`src/rtl/symlane_pkg.sv`:
```
package symlane_pkg;
  typedef enum logic [2:0] {
    PH_IDLE,
    PH_ARM,
    PH_LEAD,
    PH_RUN,
    PH_TAIL
  } phase_e;
endpackage

```
`src/rtl/sym_encoder.sv`:
```
module sym_encoder #(
  parameter int WORD_W = 8
) (
  input  logic [WORD_W-1:0]   word,
  output logic [2*WORD_W-1:0] clk_lane,
  output logic [2*WORD_W-1:0] dat_lane
);
  localparam int SYM_N = 2 * WORD_W;

  // Symbol SYM_N-1 plays first. Bit i (MSB first) maps to a low-clock
  // symbol followed by a high-clock symbol, both carrying the data level.
  for (genvar i = 0; i < WORD_W; i++) begin : g_bit
    assign clk_lane[SYM_N-1-2*i] = 1'b0;
    assign clk_lane[SYM_N-2-2*i] = 1'b1;
    assign dat_lane[SYM_N-1-2*i] = word[WORD_W-1-i];
    assign dat_lane[SYM_N-2-2*i] = word[WORD_W-1-i];
  end
endmodule

```
`src/rtl/sym_tick.sv`:
```
module sym_tick #(
  parameter int SYM_CYC = 2
) (
  input  logic clk,
  input  logic rst,
  input  logic run,
  output logic tick
);
  if (SYM_CYC == 1) begin : g_direct
    assign tick = run;
  end else begin : g_div
    localparam int DIV_W = $clog2(SYM_CYC);
    logic [DIV_W-1:0] cnt;

    assign tick = run && (cnt == DIV_W'(SYM_CYC - 1));

    always_ff @(posedge clk) begin
      if (rst || !run) cnt <= '0;
      else if (tick)   cnt <= '0;
      else             cnt <= cnt + 1'b1;
    end

    // symbol length never exceeds SYM_CYC cycles
    assert_div_range_R3: assert property (@(posedge clk) disable iff (rst)
      cnt <= DIV_W'(SYM_CYC - 1));
  end
endmodule

```
`src/rtl/sym_rep_counter.sv`:
```
module sym_rep_counter #(
  parameter int REP_W = 16
) (
  input  logic             clk,
  input  logic             rst,
  input  logic             ld,
  input  logic [REP_W-1:0] ld_val,
  input  logic             dec,
  output logic             zero
);
  logic [REP_W-1:0] left;

  always_ff @(posedge clk) begin
    if (rst)      left <= '0;
    else if (ld)  left <= ld_val;
    else if (dec) left <= left - 1'b1;
  end

  assign zero = (left == '0);

  // a replay is never requested once the count is spent
  assert_no_underflow_R7: assert property (@(posedge clk) disable iff (rst)
    dec |-> !zero);
  // a fresh load and a replay never coincide
  assert_no_ld_dec_R7: assert property (@(posedge clk) disable iff (rst)
    !(ld && dec));
endmodule

```
`src/rtl/sym_shifter.sv`:
```
module sym_shifter #(
  parameter int SYM_N = 16
) (
  input  logic             clk,
  input  logic             rst,
  input  logic             clr,
  input  logic             ld,
  input  logic             shift,
  input  logic [SYM_N-1:0] ld_clk,
  input  logic [SYM_N-1:0] ld_dat,
  output logic             head_clk,
  output logic             head_dat
);
  logic [SYM_N-1:0] sh_clk;
  logic [SYM_N-1:0] sh_dat;

  always_ff @(posedge clk) begin
    if (rst || clr) begin
      sh_clk <= '0;
      sh_dat <= '0;
    end else if (ld) begin
      sh_clk <= ld_clk;
      sh_dat <= ld_dat;
    end else if (shift) begin
      sh_clk <= {sh_clk[SYM_N-2:0], 1'b0};
      sh_dat <= {sh_dat[SYM_N-2:0], 1'b0};
    end
  end

  assign head_clk = sh_clk[SYM_N-1];
  assign head_dat = sh_dat[SYM_N-1];
endmodule

```
`src/rtl/symlane_spi_tx.sv`:
```
module symlane_spi_tx
  import symlane_pkg::*;
#(
  parameter int WORD_W  = 8,
  parameter int REP_W   = 16,
  parameter int SYM_CYC = 2
) (
  input  logic              clk,
  input  logic              rst,
  input  logic              start,
  input  logic [REP_W-1:0]  rep_count,
  input  logic [WORD_W-1:0] in_data,
  input  logic              in_valid,
  output logic              in_ready,
  output logic              sclk,
  output logic              mosi,
  output logic              cs_n
);
  localparam int SYM_N = 2 * WORD_W;
  localparam int IDX_W = $clog2(SYM_N);

  phase_e           st;
  logic             tick;
  logic             run;
  logic [SYM_N-1:0] enc_clk, enc_dat;
  logic [SYM_N-1:0] hold_clk, hold_dat;
  logic [IDX_W-1:0] sym_idx;
  logic [REP_W-1:0] rep_latch;
  logic             rep_zero;
  logic             last_sym, word_end, accept;
  logic             sh_ld, sh_shift, sh_clr, take_new;
  logic [SYM_N-1:0] ld_clk, ld_dat;

  sym_encoder #(.WORD_W(WORD_W)) enc_i (
    .word(in_data), .clk_lane(enc_clk), .dat_lane(enc_dat)
  );

  assign run = (st == PH_LEAD) || (st == PH_RUN) || (st == PH_TAIL);

  sym_tick #(.SYM_CYC(SYM_CYC)) tick_i (
    .clk(clk), .rst(rst), .run(run), .tick(tick)
  );

  assign last_sym = (sym_idx == IDX_W'(SYM_N - 1));
  assign word_end = (st == PH_RUN) && tick && last_sym;
  assign in_ready = (st == PH_ARM) || (word_end && rep_zero);
  assign accept   = in_valid && in_ready;

  sym_rep_counter #(.REP_W(REP_W)) rep_i (
    .clk(clk), .rst(rst), .ld(accept), .ld_val(rep_latch),
    .dec(word_end && !rep_zero), .zero(rep_zero)
  );

  always_comb begin
    take_new = word_end && rep_zero && in_valid;
    sh_ld    = ((st == PH_LEAD) && tick) || (word_end && (!rep_zero || in_valid));
    sh_shift = (st == PH_RUN) && tick && !last_sym;
    sh_clr   = word_end && rep_zero && !in_valid;
    ld_clk   = take_new ? enc_clk : hold_clk;
    ld_dat   = take_new ? enc_dat : hold_dat;
  end

  sym_shifter #(.SYM_N(SYM_N)) shf_i (
    .clk(clk), .rst(rst), .clr(sh_clr), .ld(sh_ld), .shift(sh_shift),
    .ld_clk(ld_clk), .ld_dat(ld_dat), .head_clk(sclk), .head_dat(mosi)
  );

  always_ff @(posedge clk) begin
    if (rst) begin
      st        <= PH_IDLE;
      cs_n      <= 1'b1;
      sym_idx   <= '0;
      rep_latch <= '0;
      hold_clk  <= '0;
      hold_dat  <= '0;
    end else begin
      if (accept) begin
        hold_clk <= enc_clk;
        hold_dat <= enc_dat;
      end
      unique case (st)
        PH_IDLE: if (start) begin
          rep_latch <= rep_count;
          st        <= PH_ARM;
        end
        PH_ARM: if (accept) begin
          cs_n <= 1'b0;
          st   <= PH_LEAD;
        end
        PH_LEAD: if (tick) begin
          sym_idx <= '0;
          st      <= PH_RUN;
        end
        PH_RUN: if (tick) begin
          sym_idx <= last_sym ? '0 : sym_idx + 1'b1;
          if (sh_clr) st <= PH_TAIL;
        end
        PH_TAIL: if (tick) begin
          cs_n <= 1'b1;
          st   <= PH_IDLE;
        end
        default: st <= PH_IDLE;
      endcase
    end
  end

  // deselected lines stay quiet
  assert_idle_quiet_R1: assert property (@(posedge clk) disable iff (rst)
    cs_n |-> (!sclk && !mosi));
  // data held while the clock is high
  assert_hold_high_R4: assert property (@(posedge clk) disable iff (rst)
    (sclk && $past(sclk)) |-> $stable(mosi));
  // lead symbol is selected with the clock low
  assert_lead_quiet_R5: assert property (@(posedge clk) disable iff (rst)
    (st == PH_LEAD) |-> (!cs_n && !sclk));
  // deselect happens only with the clock low
  assert_cs_release_R6: assert property (@(posedge clk) disable iff (rst)
    $rose(cs_n) |-> (!sclk && !$past(sclk)));
  // a word is taken only when armed or on a final high symbol
  assert_ready_window_R8: assert property (@(posedge clk) disable iff (rst)
    in_ready |-> (cs_n || sclk));
  // start during a transfer leaves the repeat count alone
  assert_start_ignored_R9: assert property (@(posedge clk) disable iff (rst)
    (start && (st != PH_IDLE)) |=> $stable(rep_latch));
endmodule

```
`config.mk`:
```
export PLATFORM = sky130hd
export DESIGN_NAME = symlane_spi_tx
export DESIGN_NICKNAME = d
export VERILOG_FILES = /design/src/rtl/symlane_pkg.sv /design/src/rtl/sym_encoder.sv /design/src/rtl/sym_tick.sv /design/src/rtl/sym_rep_counter.sv /design/src/rtl/sym_shifter.sv /design/src/rtl/symlane_spi_tx.sv
export SDC_FILE = /design/constraint.sdc
export NUM_CORES = 1
export LEC_CHECK = 0
export BUFFER_PORTS_ARGS = -buffer_cell sky130_fd_sc_hd__buf_2
export CORE_MARGIN = 2
export CORE_UTILIZATION = 50
export CTS_CLUSTER_SIZE = 24
export DETAILED_ROUTE_END_ITERATION = 10
export GPL_ROUTABILITY_DRIVEN = 0
export PLACE_DENSITY = 0.69
export SETUP_SLACK_MARGIN = 0.4
export SLEW_MARGIN = 10
export SYNTH_ARGS = -nofsm -noshare
export SYNTH_HDL_FRONTEND = slang
export SYNTH_SLANG_ARGS = --single-unit
```
`constraint.sdc`:
```
create_clock -name clk -period 2.4 [get_ports clk]
set_input_delay 0.12 -clock clk [delete_from_list [all_inputs] [get_ports clk]]
set_output_delay 0.12 -clock clk [all_outputs]
set_load 0.01 [all_outputs]
```
==> results of run 1 <==
[placed cells by master, fill, tap and decap left out, types with 4 or more instances in the layout]
master         netlist  layout
nor2_1              17      16
a31oi_1             20      20
o221ai_1             8       8
buf_6                1       4
o21a_1               8       8
nand2_1            124     123
o32ai_1              4       4
dfxtp_2              0       4
clkbuf_8             0      10
inv_1               10       9
o211ai_1             4       4
buf_2                6      32
nor3b_1              5       4
nand3_1             12      10
nand4_1              4       4
or3_1                5       4
nor3_1               8       8
dlygate4sd3_1        0       8
or2_2                6       5
buf_4                4      28
dfxtp_1             82      76
a21oi_1             58      57
o21ai_0             10       9
[cell type report]
| type | instances | area [um^2] |
|---|---|---|
| multi-input combinational | 353 | 2050 |
| fill | 662 | 2710 |
| timing repair buffer | 72 | 495 |
| clock buffer | 12 | 145 |
| clock inverter | 4 | 75.1 |
| sequential | 82 | 1650 |
| tap | 99 | 124 |
| inverter | 10 | 37.5 |
[through the flow]
stage | hold slack [ps] | util [%] | cell area [um^2] | power (uW) | cells
2_1_floorplan | 256 | - | 3780 | 1810 | 477
3_3_place_gp | 360 | 55.8 | 4070 | 1930 | 596
3_5_place_dp | 367 | 55.8 | 4070 | 1930 | 596
4_1_cts | 0.0714 | 61.1 | 4450 | 3090 | 624
5_1_grt | 2.76 | 62.9 | 4580 | 3280 | 632
6_report | 6.06 | 62.9 | 4580 | 3150 | 632
[flip-flops by register name, indices dropped and copies added (netlist names)]
| signal | count |
|---|---|
| st | 3 |
| rep_latch | 16 |
| tick_i.g_div.cnt | 1 |
| sym_idx | 4 |
| cs_n | 1 |
| rep_i.left | 16 |
| shf_i.sh_clk | 16 |
| hold_dat | 8 |
| shf_i.sh_dat | 16 |
| hold_clk | 1 |
[power breakdown]
part,internal [uW],switching (uW),total (uW)
clock network,615,489,1100
logic,271,321,592
registers,1410,45.4,1450
total,2290,856,3150
[cell families (layout without fill, tap and decap cells)]
| kind of cell | Yosys count | in the layout | synth area share (%) |
|---|---|---|---|
| simple gates | 205 | 205 | 25.4 |
| compound gates | 141 | 141 | 24.2 |
| flops | 82 | 82 | 43.4 |
| buf+inv | 42 | 98 | 4.97 |
| mux | 4 | 4 | 1.09 |
| fa+ha+maj | 2 | 2 | 0.662 |
| xor+xnor | 1 | 1 | 0.232 |
[metal layers]
metal  vias to the layer above  track usage (%)  wire length (um)
met3                        30             4.23               560
li1                       1795                -                 -
met2                       136             37.7              4640
met4                         0             8.84               188
met1                      1693             31.3              4300
met5                         -                0                 0
[path summary, 6_finish.rpt]
path / startpoint / endpoint / slack (ps) / cells after the start
min reg2reg: hold_dat[1]$_SDFFE_PP0P_ / hold_dat[1]$_SDFFE_PP0P_ / 460 / 2
min: rep_count[2] / rep_latch[2]$_SDFFE_PP0P_ / 6 / 3
max: rep_i.left[11]$_SDFFE_PP0P_ / in_ready / 390 / 6
max reg2reg: rep_i.left[11]$_SDFFE_PP0P_ / shf_i.sh_dat[0]$_SDFFE_PP0P_ / 410 / 7
[timing repair]
action | CTS | global route
hold buffers | 7 | 1
cloned | 1 | 0
gates resized for setup | 18 | 18
setup buffers | 4 | 7
hold endpoints to repair | 7 | 1
pin swaps | 2 | 4
setup endpoints to repair | 39 | 54
[worst register-to-register path, delay by kind of cell, from the launching register on]
| family | cells | cell delay [ps] |
|---|---|---|
| simple gates | 3 | 940 |
| flops | 1 | 350 |
| compound gates | 2 | 200 |
| buf+inv | 2 | 390 |
==> flow_summary.json, run 1 <==
{
  "status": "completed",
  "area.growth.synth_to_final_pct": 21.3,
  "tns_ps": 0,
  "finalCritPeriodShare_pct": 83.8,
  "syn_area_mm2": 0.00378,
  "worst_pin_slew_ps": 443,
  "critPathBufInv": 1,
  "required_ps": 2280,
  "synth_enable_flop_cells": 0,
  "n_antenna_cell": 0,
  "hpwl_mm": 6.33,
  "first_iter_violations": 309,
  "yosys_warnings": 0,
  "htree_levels": 3,
  "crit_arrival_ps": 1890,
  "synth.most_common_cell": "nand2_1",
  "slowest_stage": "or3_4",
  "nets": 558,
  "vias_per_cell": 5.78,
  "max_freq_mhz": 497,
  "route.detailed.drc": 0,
  "ys_seq_elements": 82,
  "grt_overflow_total": 0,
  "startpoint_type": "register",
  "die_height_um": 90.9,
  "first_global_vias": 3335,
  "powerDensity_mw_per_mm2": 686,
  "hp-class": "input port to register",
  "irDropWorstVdd_v": 0.000429,
  "critPathMaxFanout": 8,
  "setup_ws_ps": 389,
  "io_buffers": 31,
  "finalSetupViolCount": 0,
  "slew_headroom_pct": 70.2,
  "ant_nets": 0,
  "grt_pass1_wl_mm": 15.9,
  "power.leakage_uw": 0.00172,
  "die_x_um": 90.9,
  "fin_skew_ps": 8.52,
  "clk_path_buf_depth": 2,
  "end_kind": "output port",
  "cap_violations": 0,
  "wl_per_cell_um": 15.3,
  "cts_tree": "built",
  "hold_viol_final": 0,
  "synth.top_cell.area_share_pct": 43.4,
  "clk_latency_ps": 350,
  "rows": 31,
  "synth_common_cells": "124 x nand2_1, 82 x dfxtp_1, 58 x a21oi_1",
  "critPathMaxStageDelay_ps": 450,
  "synth.avg_cell_area_um2": 7.92,
  "wirelength_mm": 9.69,
  "grt_max_degree": 30,
  "ys.flop_type": "dfxtp_1",
  "synth.top_cells.by_area": "dfxtp_1 43%, nand2_1 12%, a21oi_1 7.7%",
  "grt_setup_unrepaired": "true",
  "path_class": "register to output port",
  "pin_count": 32,
  "clk_pin_slew_ps": 80,
  "period_minus_slack_ps": 2010,
  "cp_top_family": "simple AND/OR/NAND/NOR gates",
  "drive_gt1_share_pct": 21.4,
  "crit_chain": "or3_4 -> or2_4 -> nor2_4 -> nand2_1 -> o21ai_1 -> buf_2",
  "postSynth.asyncResetShare_pct": 0,
  "clock_sinks": 82,
  "drt_first_pass_iters": 5,
  "ys_types": 60,
  "synth_top_area_cell": "dfxtp_1",
  "cts_buffers": 9,
  "yosysSeqAreaShare_pct": 43.4,
  "grtUsageTotal_pct": 23.4,
  "slew_violations": 0,
  "synthCells": 477,
  "die-area_mm2": 0.00827,
  "via_count": 3654,
  "antenna_found_initial": 0,
  "floorplan.initialDensity_pct": 51.8,
  "syn_nets": 507,
  "dp_slack_ps": 242,
  "clockRootBuffer": "clkbuf_8",
  "coreArea_mm2": 0.00729
}
Power figures use the tool's default switching activity.
==> inputs of run 2 (changes only) <==
==> constraint.sdc (replaced) <==
create_clock -name clk -period 2 [get_ports clk]
set_input_delay 0.1 -clock clk [delete_from_list [all_inputs] [get_ports clk]]
set_output_delay 0.1 -clock clk [all_outputs]
set_load 0.01 [all_outputs]
==> flow_summary.json, run 2 (same netlist as run 1, synthesis figures left out) <==
{
  "status": "complete, but fails checks",
  "violations": "setup timing",
  "clkPwrFrac_pct": 28.6,
  "clk_path_buf_depth": 2,
  "final_common_cell": "nand2_1",
  "hold_viol_final": 0,
  "final_area_mm2": 0.00593,
  "cap_violations": 0,
  "hpwl_mm": 6.74,
  "clockRootBuffer": "clkbuf_8",
  "drive_gt1_share_pct": 43.1,
  "wl_per_cell_um": 20.5,
  "n_antenna_cell": 0,
  "startpoint_type": "register",
  "hp-class": "input port to register",
  "first_iter_violations": 531,
  "required_ps": 2250,
  "fin_skew_ps": 17.7,
  "finalCritPeriodShare_pct": 103,
  "pin_count": 32,
  "area.growth.synth_to_final_pct": 57.0,
  "floorplan.initialDensity_pct": 51.8,
  "vias_per_cell": 6.33,
  "grt_overflow_total": 0,
  "powerDensity_mw_per_mm2": 695,
  "grt_setup_unrepaired": "true",
  "period_minus_slack_ps": 2060,
  "htree_levels": 3,
  "finalSetupViolCount": 7,
  "crit_arrival_ps": 2310,
  "end_kind": "register",
  "io_buffers": 31,
  "nets": 630,
  "holdWs_ps": 13.0,
  "seq_power_share_pct": 42.2,
  "irDropWorstVdd_v": 0.000535,
  "grt_pass1_wl_mm": 18.3,
  "clk_pin_slew_ps": 80,
  "via_count": 4459,
  "antenna_found_initial": 0,
  "slew_violations": 0,
  "coreArea_mm2": 0.00729,
  "setup_ws_ps": -59.5,
  "clk_latency_ps": 380,
  "die_x_um": 90.9,
  "cts_buffers": 9,
  "route.detailed.drc": 0,
  "rows": 31,
  "ant_nets": 0,
  "clock_sinks": 82,
  "p_sw_uw": 1380,
  "path_class": "register to register",
  "grt_max_degree": 30,
  "drt_first_pass_iters": 5,
  "grtUsageTotal_pct": 27.1,
  "power.leakage_uw": 0.00226,
  "post_dp_cell_area_mm2": 0.00440,
  "fin_util_pct": 81.4,
  "first_global_vias": 3945,
  "worst_pin_slew_ps": 537,
  "internal-power_uw": 2740,
  "wirelength_mm": 14.5,
  "die_height_um": 90.9,
  "max_freq_mhz": 486,
  "p_comb_share_pct": 29.1,
  "die-area_mm2": 0.00827,
  "slew_headroom_pct": 64.1,
  "most-common-layout-cells": "110 x nand2_1, 71 x dfxtp_1, 53 x buf_4",
  "sw_frac_of_total_pct": 33.5,
  "cts_tree": "built",
  "critPathMaxFanout": 5
}
run 2: routing by layer:
| layer | vias to the layer above | track usage, % | wire, um |
|---|---|---|---|
| met5 | - | 0 | 0 |
| met4 | 0 | 12.1 | 886 |
| met3 | 104 | 6.14 | 1230 |
| met2 | 267 | 45.6 | 6940 |
| met1 | 2135 | 33.0 | 5410 |
| li1 | 1953 | - | - |
run 2: path summary, 6_finish.rpt:
check	end	cells after the start	slack [ps]	startpoint
max	rep_i.left[15]$_SDFFE_PP0P_	6	-60	rep_i.left[12]$_SDFFE_PP0P_
min	hold_dat[1]$_SDFFE_PP0P_	3	10	in_data[0]
max reg2reg	rep_i.left[15]$_SDFFE_PP0P_	6	-60	rep_i.left[12]$_SDFFE_PP0P_
min reg2reg	shf_i.sh_clk[15]$_SDFFE_PP0P_	2	460	shf_i.sh_clk[14]$_SDFFE_PP0P_
run 2: power groups by stage:
stage	sequential, uW	combinational [uW]	clock, uW
final	1740	1200	1180
after global routing	1750	1260	1240
after CTS	1730	957	1160
after detailed placement	1770	682	0
after global placement	1770	670	0
after floorplan	1760	481	0
run 2: repair_timing:
item,in CTS,in global routing
endpoints found under the setup margin,62,63
hold buffers,22,0
cloned,2,3
gates resized for setup,88,86
buffers inserted,28,13
pin swaps,46,34
endpoints found under the hold margin,22,0
run 2: per-stage QoR:
stage               setup slack, ps  setup TNS, ps  power, uW  cells
floorplan                       168              0       2240    477
global placement               16.8              0       2440    620
detailed placement            -40.9           -555       2450    620
CTS                            46.1              0       3850    688
global route                   -198          -1790       4240    704
finish                        -59.5           -148       4130    704
run 2: cell type report:
type | instances | area [um^2]
tap | 99 | 124
timing repair buffer | 143 | 1250
sequential | 82 | 1660
clock inverter | 6 | 48.8
clock buffer | 10 | 138
fill | 431 | 1360
inverter | 10 | 37.5
multi-input combinational | 354 | 2680
run 2: worst max-delay path, stage by stage (launching register included):
cell      delay, ps
dfxtp_2         330
or3_4           420
buf_4           170
nor2_1          430
a2111o_1        270
nor2_1           50
a311o_1         270
